### src/rtl/pow2div_pkg.sv
package pow2div_pkg;
  localparam int CODE_W = 3;
  localparam int CNT_W  = (1 << CODE_W) - 2;
  localparam int DIV_W  = CNT_W + 1;

  typedef logic [CODE_W-1:0] code_t;
  typedef logic [DIV_W-1:0]  div_t;
  typedef logic [CNT_W-1:0]  cnt_t;

  // Codes below 2 share ratio 1; above that the ratio doubles per step.
  function automatic div_t code_to_div(input code_t code);
    div_t d;
    d = '0;
    if (code < code_t'(2)) d[0] = 1'b1;
    else d[code - code_t'(1)] = 1'b1;
    return d;
  endfunction
endpackage

### src/rtl/pow2div_regs.sv
module pow2div_regs
  import pow2div_pkg::*;
#(
  parameter int ADDR_W = 8,
  parameter int DATA_W = 8,
  parameter logic [ADDR_W-1:0] DIV_ADDR = 'h43,
  parameter logic [ADDR_W-1:0] EN_ADDR  = 'h46,
  parameter int EN_BIT   = 7,
  parameter int STAT_BIT = 0
) (
  input  logic              clk,
  input  logic              rst_n,
  input  logic              wr_i,
  input  logic [ADDR_W-1:0] addr_i,
  input  logic [DATA_W-1:0] wdata_i,
  input  logic              run_i,
  output code_t             code_o,
  output logic              en_o,
  output logic [DATA_W-1:0] rdata_o
);
  code_t code_q, code_d;
  logic  en_q, en_d;
  logic  code_we, en_we;
  logic  unused_wbits;

  assign unused_wbits = ^wdata_i[EN_BIT-1:CODE_W];

  assign code_we = wr_i && (addr_i == DIV_ADDR);
  assign en_we   = wr_i && (addr_i == EN_ADDR);

  always_comb begin
    code_d = code_q;
    en_d   = en_q;
    if (code_we) code_d = wdata_i[CODE_W-1:0];
    if (en_we)   en_d   = wdata_i[EN_BIT];
  end

  always_ff @(posedge clk or negedge rst_n) begin
    if (!rst_n) begin
      code_q <= '0;
      en_q   <= 1'b0;
    end else begin
      if (code_we) code_q <= code_d;
      if (en_we)   en_q   <= en_d;
    end
  end

  always_comb begin
    rdata_o = '0;
    if (addr_i == DIV_ADDR) begin
      rdata_o[CODE_W-1:0] = code_q;
    end else if (addr_i == EN_ADDR) begin
      rdata_o[EN_BIT]   = en_q;
      rdata_o[STAT_BIT] = run_i;
    end
  end

  assign code_o = code_q;
  assign en_o   = en_q;

  // a code write is visible on the next cycle
  assert_code_write_R2: assert property (@(posedge clk) disable iff (!rst_n)
    code_we |=> (code_q == $past(wdata_i[CODE_W-1:0])));

  // writes to unmapped addresses leave both fields alone
  assert_other_addr_R3: assert property (@(posedge clk) disable iff (!rst_n)
    (wr_i && (addr_i != DIV_ADDR) && (addr_i != EN_ADDR)) |=> ($stable(code_q) && $stable(en_q)));
endmodule

### src/rtl/pow2div_counter.sv
module pow2div_counter
  import pow2div_pkg::*;
(
  input  logic  clk,
  input  logic  rst_n,
  input  code_t code_i,
  input  logic  running_i,
  output div_t  div_o,
  output logic  phase_q_o,
  output logic  phase_d_o
);
  div_t div_q, div_d, want;
  cnt_t cnt_q, cnt_d;
  logic phase_q, phase_d;
  logic at_last, reload;

  always_comb begin
    want    = code_to_div(code_i);
    at_last = ({1'b0, cnt_q} == (div_q - div_t'(1)));
    // Running: switch only at the period end. Stopped: switch at once.
    reload  = at_last || (!running_i && (want != div_q));
    if (reload) begin
      cnt_d = '0;
      div_d = want;
    end else begin
      cnt_d = cnt_q + cnt_t'(1);
      div_d = div_q;
    end
    phase_d = ({1'b0, cnt_d} < (div_d >> 1));
  end

  always_ff @(posedge clk or negedge rst_n) begin
    if (!rst_n) begin
      cnt_q   <= '0;
      div_q   <= div_t'(1);
      phase_q <= 1'b0;
    end else begin
      cnt_q   <= cnt_d;
      div_q   <= div_d;
      phase_q <= phase_d;
    end
  end

  assign div_o     = div_q;
  assign phase_q_o = phase_q;
  assign phase_d_o = phase_d;

  // the active ratio is always a single power of two
  assert_ratio_pow2_R4: assert property (@(posedge clk) disable iff (!rst_n)
    $countones(div_q) == 1);

  // the count never reaches the ratio
  assert_cnt_range_R5: assert property (@(posedge clk) disable iff (!rst_n)
    {1'b0, cnt_q} < div_q);

  // while running, the ratio changes only after the last count of a period
  assert_switch_at_edge_R9: assert property (@(posedge clk) disable iff (!rst_n)
    ($past(running_i) && !$stable(div_q)) |-> ($past(at_last) && (cnt_q == '0)));
endmodule

### src/rtl/pow2div_gate.sv
module pow2div_gate
  import pow2div_pkg::*;
(
  input  logic clk,
  input  logic rst_n,
  input  logic en_i,
  input  logic phase_q_i,
  input  logic phase_d_i,
  input  div_t div_i,
  output logic run_o,
  output logic clk_o
);
  logic sync1_q, sync2_q;
  logic run_q, run_d;
  logic fast_nq;
  logic div1;

  assign div1 = div_i[0];

  // Two-stage resynchroniser on the enable request
  always_ff @(posedge clk or negedge rst_n) begin
    if (!rst_n) begin
      sync1_q <= 1'b0;
      sync2_q <= 1'b0;
    end else begin
      sync1_q <= en_i;
      sync2_q <= sync1_q;
    end
  end

  // Open while the waveform is low now; close while it will be low next
  always_comb begin
    run_d = run_q;
    if (!run_q && en_i && sync2_q && !phase_q_i) run_d = 1'b1;
    else if (run_q && !en_i && !phase_d_i)       run_d = 1'b0;
  end

  always_ff @(posedge clk or negedge rst_n) begin
    if (!rst_n) run_q <= 1'b0;
    else        run_q <= run_d;
  end

  // Divide-by-1 path: the gate term changes while the reference is low
  always_ff @(negedge clk or negedge rst_n) begin
    if (!rst_n) fast_nq <= 1'b0;
    else        fast_nq <= run_q & div1;
  end

  assign clk_o = (fast_nq & clk) | (phase_q_i & run_q);
  assign run_o = run_q;

  // Latency watch counters for the checks below
  logic [DIV_W+1:0] stop_cnt_q, start_cnt_q;

  always_ff @(posedge clk or negedge rst_n) begin
    if (!rst_n) begin
      stop_cnt_q  <= '0;
      start_cnt_q <= '0;
    end else begin
      if (!en_i && run_q) stop_cnt_q <= (&stop_cnt_q) ? stop_cnt_q : stop_cnt_q + 1'b1;
      else                stop_cnt_q <= '0;
      if (en_i && !run_q) start_cnt_q <= (&start_cnt_q) ? start_cnt_q : start_cnt_q + 1'b1;
      else                start_cnt_q <= '0;
    end
  end

  // the gate opens only while the divided waveform is low
  assert_open_in_low_R8: assert property (@(posedge clk) disable iff (!rst_n)
    $rose(run_q) |-> !$past(phase_q_i));

  // the gate closes only into a low phase
  assert_close_in_low_R8: assert property (@(posedge clk) disable iff (!rst_n)
    $fell(run_q) |-> !phase_q_i);

  // the gate closes within one divided period of a disable
  assert_stop_bound_R7: assert property (@(posedge clk) disable iff (!rst_n)
    stop_cnt_q <= {2'b00, div_i});

  // the gate opens within the resync delay plus one divided period
  assert_start_bound_R6: assert property (@(posedge clk) disable iff (!rst_n)
    start_cnt_q <= ({2'b00, div_i} + 4));

  // the gate never opens without a pending enable
  assert_open_needs_en_R10: assert property (@(posedge clk) disable iff (!rst_n)
    $rose(run_q) |-> ($past(en_i) && $past(sync2_q)));
endmodule

### src/rtl/pow2_clk_divider.sv
module pow2_clk_divider
  import pow2div_pkg::*;
#(
  parameter int ADDR_W = 8,
  parameter int DATA_W = 8,
  parameter logic [ADDR_W-1:0] DIV_ADDR = 'h43,
  parameter logic [ADDR_W-1:0] EN_ADDR  = 'h46,
  parameter int EN_BIT   = 7,
  parameter int STAT_BIT = 0
) (
  input  logic              ref_clk,
  input  logic              arst_n,
  input  logic [ADDR_W-1:0] bus_addr,
  input  logic [DATA_W-1:0] bus_wdata,
  input  logic              bus_we,
  output logic [DATA_W-1:0] bus_rdata,
  output logic              div_clk_out
);
  logic  rst_meta_q, rst_sync_q;
  code_t code;
  logic  en;
  logic  running;
  div_t  div_act;
  logic  phase_q, phase_d;

  // Asynchronous assert, synchronous release
  always_ff @(posedge ref_clk or negedge arst_n) begin
    if (!arst_n) begin
      rst_meta_q <= 1'b0;
      rst_sync_q <= 1'b0;
    end else begin
      rst_meta_q <= 1'b1;
      rst_sync_q <= rst_meta_q;
    end
  end

  pow2div_regs #(
    .ADDR_W(ADDR_W), .DATA_W(DATA_W), .DIV_ADDR(DIV_ADDR), .EN_ADDR(EN_ADDR),
    .EN_BIT(EN_BIT), .STAT_BIT(STAT_BIT)
  ) u_regs (
    .clk(ref_clk), .rst_n(rst_sync_q), .wr_i(bus_we), .addr_i(bus_addr),
    .wdata_i(bus_wdata), .run_i(running), .code_o(code), .en_o(en), .rdata_o(bus_rdata)
  );

  pow2div_counter u_cnt (
    .clk(ref_clk), .rst_n(rst_sync_q), .code_i(code), .running_i(running),
    .div_o(div_act), .phase_q_o(phase_q), .phase_d_o(phase_d)
  );

  pow2div_gate u_gate (
    .clk(ref_clk), .rst_n(rst_sync_q), .en_i(en), .phase_q_i(phase_q),
    .phase_d_i(phase_d), .div_i(div_act), .run_o(running), .clk_o(div_clk_out)
  );
endmodule

### config.mk
export PLATFORM = sky130hd
export DESIGN_NAME = pow2_clk_divider
export DESIGN_NICKNAME = d
export VERILOG_FILES = /design/src/rtl/pow2div_pkg.sv /design/src/rtl/pow2div_regs.sv /design/src/rtl/pow2div_counter.sv /design/src/rtl/pow2div_gate.sv /design/src/rtl/pow2_clk_divider.sv
export SDC_FILE = /design/constraint.sdc
export NUM_CORES = 1
export LEC_CHECK = 0
export ABC_AREA = 1
export ABC_CLOCK_PERIOD_IN_PS = 4200
export BUFFER_PORTS_ARGS = -buffer_cell sky130_fd_sc_hd__buf_2
export CAP_MARGIN = 20
export CORE_MARGIN = 1
export CORE_UTILIZATION = 45
export DETAILED_ROUTE_END_ITERATION = 10
export PLACE_DENSITY = 0.78
export SYNTH_ARGS = -nofsm -noshare
export SYNTH_HDL_FRONTEND = slang
export SYNTH_SLANG_ARGS = --single-unit
### constraint.sdc
create_clock -name ref_clk -period 4.2 [get_ports ref_clk]
set_clock_uncertainty 0.2 [all_clocks]
set_input_delay 0.84 -clock ref_clk [delete_from_list [all_inputs] [get_ports ref_clk]]
set_output_delay 0.84 -clock ref_clk [all_outputs]
set_load 0.02 [all_outputs]
After elaboration in Yosys (flattened, before gate mapping) --
Cells that the tools add are included.
Cells by class: magnitude comparators 4, multiplexer cells 13, reduce and logical (&&, ||, !) cells 15, bitwise gates (word level) 4, eq/ne operators 4, $add $sub $neg 3
Operators with widths (count):
- == test 8 x 7 -> 1 bit, second input constant | 2
- two-way mux 6 bit | 2
- logical AND 1 bit | 9
- two-way mux 1 bit | 8
- == test 6 x 7 -> 1 bit | 1
- two-way mux 7 bit | 1
- != test 7 bit | 1
- subtractor 7 x 1 -> 7 bit, second input constant | 1
- adder 6 x 1 -> 6 bit, second input constant | 1
- less-than comparator 6 bit | 1
- zero test 1 bit | 4
- less-than comparator 3 x 4 -> 1 bit, second input constant | 1
- bitwise AND 1 bit | 3
- demux 1 bit (select 3 bit) | 1
- >= comparator 3 x 1 -> 1 bit, second input constant | 1
- less-than comparator 3 x 2 -> 1 bit, second input constant | 1
- subtractor 3 x 1 -> 3 bit, second input constant | 1
- two-way mux 2 bit | 1
- nonzero test 2 bit | 1
- logical OR 1 bit | 1
- bitwise OR 1 bit | 1
Storage, ports and cells: logic and storage cells 55, bits in registers 24, bits of input ports 19, output and inout bits 9

Longest topological paths before layout --
Gate-level depths: netlist (run 1).
word-level depth 15, gate-level depth with buffers 24, mapped depth without buffers 23

Cells and area by module --
Synthesis (run 1) repeated with hierarchy kept, for this count alone.
Second synthesis, totals: cell total of the unflattened synthesis 234, area, all modules 1727.9 um2
Modules (own cells, without submodules):
- pow2div_counter | cells each 159, instances 1, area each 1168.6 um2, sequential area each 351.6 um2
- pow2div_regs | cells each 59, instances 1, area each 369.1 um2, sequential area each 100.1 um2
- pow2div_gate | cells each 13, instances 1, area each 136.4 um2, sequential area each 100.1 um2
- pow2_clk_divider | cells each 3, instances 1, area each 53.8 um2, sequential area each 50.0 um2

==> results.md, run 1 <==
- Outcome: finished with violations
- Failing checks: setup timing
- Power Internal: 722 uW
- Worst EP required: 3.16 ns
- R2R depth: 21
- Crit path cell chain: nand2_1 > o21ai_1 > buf_4
- Pre-Repair DR Iteration Count: 4
- # DRC: 0
- Logic pwr share: 51.6%
- Switching Power: 564 uW
- # diodes: 0
- CP max stage delay: 0.41 ns
- Buffers on Ports: 19
- Gr ovfl total: 0
- Leakage: 0.000983 uW
- Met2 usage: 32.3%
- Cell variety after synth: 31
- Worst endpoint data arrival time: 3.20 ns
- Commonest non-fill, non-tap cell in the layout: nand2_1
- Final setup fails: 2
- Share of cells above drive strength 1: 16.6%
- Critical path startpoint: u_gate.fast_nq
- Area Growth Syn to Fin: 13.5%
- Critical path type: reg -> out
- #FFs+latches synth: 24
- Sw Share: 43.9%
- Crit-path slowest cell: dfrtn_1
- Area contributors post-synth: dfrtp_1, nand2_1, inv_1
- Share of power burned in registers: 30.1%
- Commonest cells after routing, fill and taps aside: nand2_1, inv_1, nor2_1
- Routed length per instance: 10.6 um
- Core Area: 3420 sq um
- Pin count of the biggest net entering global routing: 23
- DR iter-0 viols: 68
- Total power: 1290 uW
- Mapped cell area: 1630 sq um
- Max-cap violations: 0
- CTS tree: yes
- Post-DP HPWL: 2470 um
- Fill count: 338
- Sequential cell area fraction in the yosys report: 36.9%
- Worst VDD drop: 0.345 mV
- Pwr/cell area: 694 nW/um^2
- FF-to-FF Start: u_regs.code_o[0]
- Starting Density: 47.8%
- Combined area of the multi-input logic cells: 856 sq um
- Setup crit end kind: output pin
- Slew Limit Fails: 0
- Horiz. Die Dim: 62.2 um
- Final net count: 275
- Avg Inst Size Synth: 7.35 sq um
- Hold WC Path Type: reg -> async
- Synth area leader: dfrtp_1
- Clock power frac: 18.3%
- First-pass GRT wire length: 5950 um
- Worst r2r dst: u_gate.run_o
- Post-Syn Instances: 222
- Post-synth top area share: 33.7%
- Grt met1 use: 24.4%
- Final worst slack: -0.0390 ns
- Met3 Usage GRT: 3.68%
- Die height: 62.2 um
- Critical path fanouts, max: 1
- Ys Warns: 0
- Hold slack: 0.0240 ns
- Clock Latency Late Sink: 0.43 ns
- WL final: 3110 um
- Reg2Reg Setup Slack: 0.62 ns
- Initial antenna violation count: 0
- Routability Congestion: 0.849
- Core Rows: 21
- Number of global-route vias before repair: 1459
- Post-CTS setup buffer count: 0
- Clock transition at the registers of the reported paths: 0.13 ns
- Endpoints failing hold: 0
- Critical path launch point type: flip-flop
- Unrepaired setup endpoints after global routing: yes
- Final core utilization: 54.2%
- DR vias/cell: 4.84
- GRT busiest layer: met2
- Post-DRT Antenna Nets: 0
- GRT Util Overall: 19.8%
- Top Ports: 28
- Die footprint: 3870 sq um
- Seq. cell area: 602 sq um
- Vias: 1418
-- kinds of logic (layout without fill, tap and decap cells) --
logic type      Yosys count  count (layout)  synth area share [%]
compound gates           13              13                  4.45
xor+xnor                 10              10                  6.21
fa+ha+maj                 8               8                  6.14
buf+inv                  45              67                  11.3
flops                    24              24                  36.9
mux                       3               3                  2.07
other cells               2               5                 0.460
simple gates            117             117                  32.4
-- state kept, by name, summed over array words and instances (netlist names) --
signal	flops
rst_meta_q	1
u_cnt.div_o	7
u_regs.code_o	3
u_cnt.phase_q_o	1
u_gate.sync1_q	1
u_gate.sync2_q	1
rst_sync_q	1
u_gate.fast_nq	1
u_gate.run_o	1
u_cnt.cnt_q	6
u_regs.en_o	1
-- power groups by stage --
stage | clock network [uW] | logic (uW) | registers (uW)
after global placement | 21.3 | 633 | 391
after CTS | 240 | 670 | 388
after floorplan | 16.8 | 537 | 378
after global routing | 255 | 795 | 400
after detailed placement | 21.3 | 664 | 393
final | 235 | 664 | 387
-- final cells by class --
cell class / instances / area share, %
clock inverter: 1 / 1.62
sequential: 24 / 32.5
timing repair buffer: 20 / 5.81
inverter: 39 / 7.91
clock buffer: 7 / 2.84
tap: 46 / 3.11
multi-input combinational: 156 / 46.2
-- timing repair --
item,CTS,global route
endpoints found under the hold margin,2,0
hold buffers,1,0
endpoints found under the setup margin,2,2
pin swaps,1,0
gates resized for setup,2,0
-- synthesized netlist by cell type --
cell type and count:
dfrtp_1 22, o21a_1 1, o32ai_1 1, ha_1 8
nand2_1 54, inv_1 38, nand3_1 19, nor4_1 2
clkbuf_1 1, mux2_2 3, nor2_2 3, nor3b_1 2
nor2_1 23, o21ai_0 6, buf_4 4, dfstp_2 1
inv_2 1, nand4_1 4, dfrtn_1 1, nor2_4 1
a31oi_1 1, nor3_1 3, xnor2_1 4, xor2_1 5
nand2_2 3, xnor3_1 1, and2_1 1, conb_1 2
a21oi_1 4, nand2_4 2, buf_2 1
-- metal layers --
layer	wire [um]	part of all wire, %
met5	0	0
met1	1490	48
met4	52	1.7
met3	86	2.8
met2	1470	47
-- worst max-delay path: cells and delay by family, from the launching register on --
family | cells | cell delay, ns
flip-flops | 1 | 0.41
AO/OA/AOI/OAI | 1 | 0.07
buffers and inverters | 1 | 0.15
AND/OR/NAND/NOR | 1 | 0.04
-- through the flow --
stage	setup TNS, ns	instances	setup WS (ns)	cell area (sq um)
2_1_floorplan	0	225	0.430	1640
5_1_grt	-0.130	293	-0.130	1850
3_3_place_gp	0	285	0.435	1760
6_report	-0.0390	293	-0.0390	1850
4_1_cts	-0.0593	293	-0.0593	1850
3_5_place_dp	0	285	0.431	1760
-- worst max path at each step --
stage	to	cells after the start	slack, ns
after floorplan	div_clk_out	2	0.43
after global placement	div_clk_out	3	0.43
after detailed placement	div_clk_out	3	0.43
after CTS	div_clk_out	3	-0.06
after global routing	div_clk_out	3	-0.13
final	div_clk_out	3	-0.04
No activity file was read; power rests on OpenSTA's default activity.
==> run 2: changes to the inputs <==
--- a/config.mk
+++ b/config.mk
@@ -10,9 +10,10 @@
 export BUFFER_PORTS_ARGS = -buffer_cell sky130_fd_sc_hd__buf_2
 export CAP_MARGIN = 20
 export CORE_MARGIN = 1
-export CORE_UTILIZATION = 45
+export CORE_UTILIZATION = 60
 export DETAILED_ROUTE_END_ITERATION = 10
-export PLACE_DENSITY = 0.78
+export PLACE_DENSITY = 0.95
+export RECOVER_POWER = 25
 export SYNTH_ARGS = -nofsm -noshare
 export SYNTH_HDL_FRONTEND = slang
 export SYNTH_SLANG_ARGS = --single-unit
==> run 2 against run 1 <==
  * The flow still finishes with violations (setup timing)
  * Register-to-register slack better by 0.05 ns
  * Global-route usage up 7.1 points
  * Largest power group unchanged
  * Die area is 24% lower
  * Cell area is 1.3% lower
  * Combinational power barely moved
  * Via count rose by 0.99%
  * Largest cell class unchanged
  * Non-clock buffer count unchanged
  * Worst hold slack better by 0.15 ns
  * Core utilization rose by 18 points
  * Total power is 0.83% higher
  * Critical path type unchanged
  * Wire length increased by 2.4%
==> results.md, run 2 (same netlist as run 1, synthesis figures left out) <==
- Outcome: finished with violations
- Failing checks: setup timing
- DR vias/cell: 5.17
- Crit-path slowest cell: dfrtn_1
- Pin count of the biggest net entering global routing: 23
- Core Rows: 18
- Fill count: 197
- DR iter-0 viols: 17
- # diodes: 0
- CP max stage delay: 0.40 ns
- Gr ovfl total: 0
- Worst endpoint data arrival time: 3.21 ns
- Starting Density: 64.7%
- Clock Latency Late Sink: 0.45 ns
- Setup crit end kind: output pin
- Commonest cells after routing, fill and taps aside: nand2_1, inv_1, nor2_1
- FF-to-FF Start: u_regs.code_o[0]
- Worst-Margin Slew: 1.22 ns
- Top Ports: 28
- Worst path depth: 3
- Worst r2r dst: u_gate.run_o
- Core Area: 2520 sq um
- Critical path launch point type: flip-flop
- Vias: 1432
- Die height: 54.1 um
- Final core utilization: 72.5%
- Die footprint: 2930 sq um
- Pwr/cell area: 709 nW/um^2
- Final worst slack: -0.0550 ns
- Post-CTS setup buffer count: 0
- Max-cap violations: 0
- Initial antenna violation count: 0
- WL final: 3180 um
- Reg2Reg Setup Slack: 0.67 ns
- Top Family by Delay on Critical Path: flip-flops
- First-pass GRT wire length: 5290 um
- Share of cells above drive strength 1: 16.2%
- Post-DRT Antenna Nets: 0
- Endpoints failing hold: 0
- Leakage: 0.000980 uW
- Max reg flops: 7
- GRT Util Overall: 26.8%
- Buffers on Ports: 19
- Horiz. Die Dim: 54.1 um
- CTS tree: yes
- Critical path startpoint: u_gate.fast_nq
- Worst VDD drop: 0.540 mV
- Post-DP HPWL: 2380 um
- Area Growth Syn to Fin: 12.0%
- Worst setup path end: div_clk_out
- Final setup fails: 2
- Routability Congestion: 0.882
- Inst Count DP: 269
- Pre-Repair DR Iteration Count: 5
- Commonest non-fill, non-tap cell in the layout: nand2_1
- Final cell count without fillers: 277
- Unrepaired setup endpoints after global routing: yes
- R2R depth: 21
- Critical path type: reg -> out
- Slew Limit Fails: 0
- Clock transition at the registers of the reported paths: 0.14 ns
- CP Buf/Inv Count: 1
- # DRC: 0
- Rel. slew slack: 18.9%
- Worst EP required: 3.16 ns
- Routed length per instance: 11.5 um
- Place WS: 0.436 ns
- Crit path cell chain: nand2_1 > o21ai_1 > buf_4
- Total power: 1300 uW
- Hold WC Path Type: reg -> reg
- Number of global-route vias before repair: 1339
- Final net count: 275
- Critical path fanouts, max: 1
[run 2: cell types whose count changed in the layout (fill, tap and decap cells not counted)]
cell	previous run	this run
buf_4	2	1
clkbuf_1	0	1
[run 2: how the worst min path moves through the flow]
| stage | end | depth (start not counted) | startpoint |
|---|---|---|---|
| finish | u_gate.sync2_q | 0 | u_gate.sync1_q |
| global route | u_gate.sync2_q | 0 | u_gate.sync1_q |
| CTS | u_cnt.cnt_q[2] | 1 | rst_sync_q |
| detailed placement | u_cnt.phase_q_o | 1 | rst_sync_q |
| global placement | u_cnt.phase_q_o | 1 | rst_sync_q |
| floorplan | u_cnt.cnt_q[0] | 0 | rst_sync_q |
[run 2: layout make-up]
| cell class | instances | area (sq um) | area share, % |
|---|---|---|---|
| inverter | 39 | 146 | 8.01 |
| sequential | 24 | 602 | 32.9 |
| multi-input combinational | 156 | 856 | 46.8 |
| clock inverter | 1 | 30.0 | 1.64 |
| clock buffer | 7 | 52.6 | 2.87 |
| tap | 30 | 37.5 | 2.05 |
| timing repair buffer | 20 | 104 | 5.68 |
[run 2: where the power goes]
part,internal [uW],switching (uW),total [uW]
registers,315,75.3,391
clock network,141,101,242
logic,263,400,664
[run 2: worst reg2reg max path, cell delays in order, from the launching register on]
cell	delay, ns
dfrtp_1	0.47
inv_1	0.12
ha_1	0.46
inv_1	0.10
nand2_1	0.05
nor2_1	0.22
nand3_1	0.10
nand2_1	0.08
nand2_1	0.05
nor2_1	0.08
nand3_1	0.12
nand2_2	0.11
nand2_4	0.13
nor3b_1	0.31
ha_1	0.30
a21oi_1	0.13
nor2_1	0.06
nor2_1	0.09
nand2_1	0.06
inv_1	0.05
nand2_1	0.07
a21oi_1	0.12
[run 2: metrics by stage]
step | setup TNS [ns] | cell area [sq um] | hold WS, ns
floorplan | 0 | 1640 | 0.0795
global placement | 0 | 1740 | 0.0103
detailed placement | 0 | 1740 | 0.0356
CTS | -0.0603 | 1830 | 0.0317
global route | -0.106 | 1830 | 0.188
finish | -0.0550 | 1830 | 0.171
[run 2: metal layers]
| layer | global-route usage (%) | share of wire (%) | vias up | wire length [um] |
|---|---|---|---|---|
| met5 | 0 | 0 | - | 0 |
| met4 | 18.8 | 2.5 | 0 | 80 |
| met3 | 7.63 | 3.3 | 6 | 105 |
| met2 | 43.5 | 49 | 21 | 1550 |
| met1 | 29.9 | 45 | 669 | 1440 |
| li1 | - | - | 736 | - |
[run 2: repair_timing]
action | 4_1_cts | 5_1_grt
setup endpoints to repair | 2 | 2
endpoints found under the hold margin | 2 | 0
resized for setup | 2 | 0
hold buffers | 1 | 0
pin swaps | 1 | 0
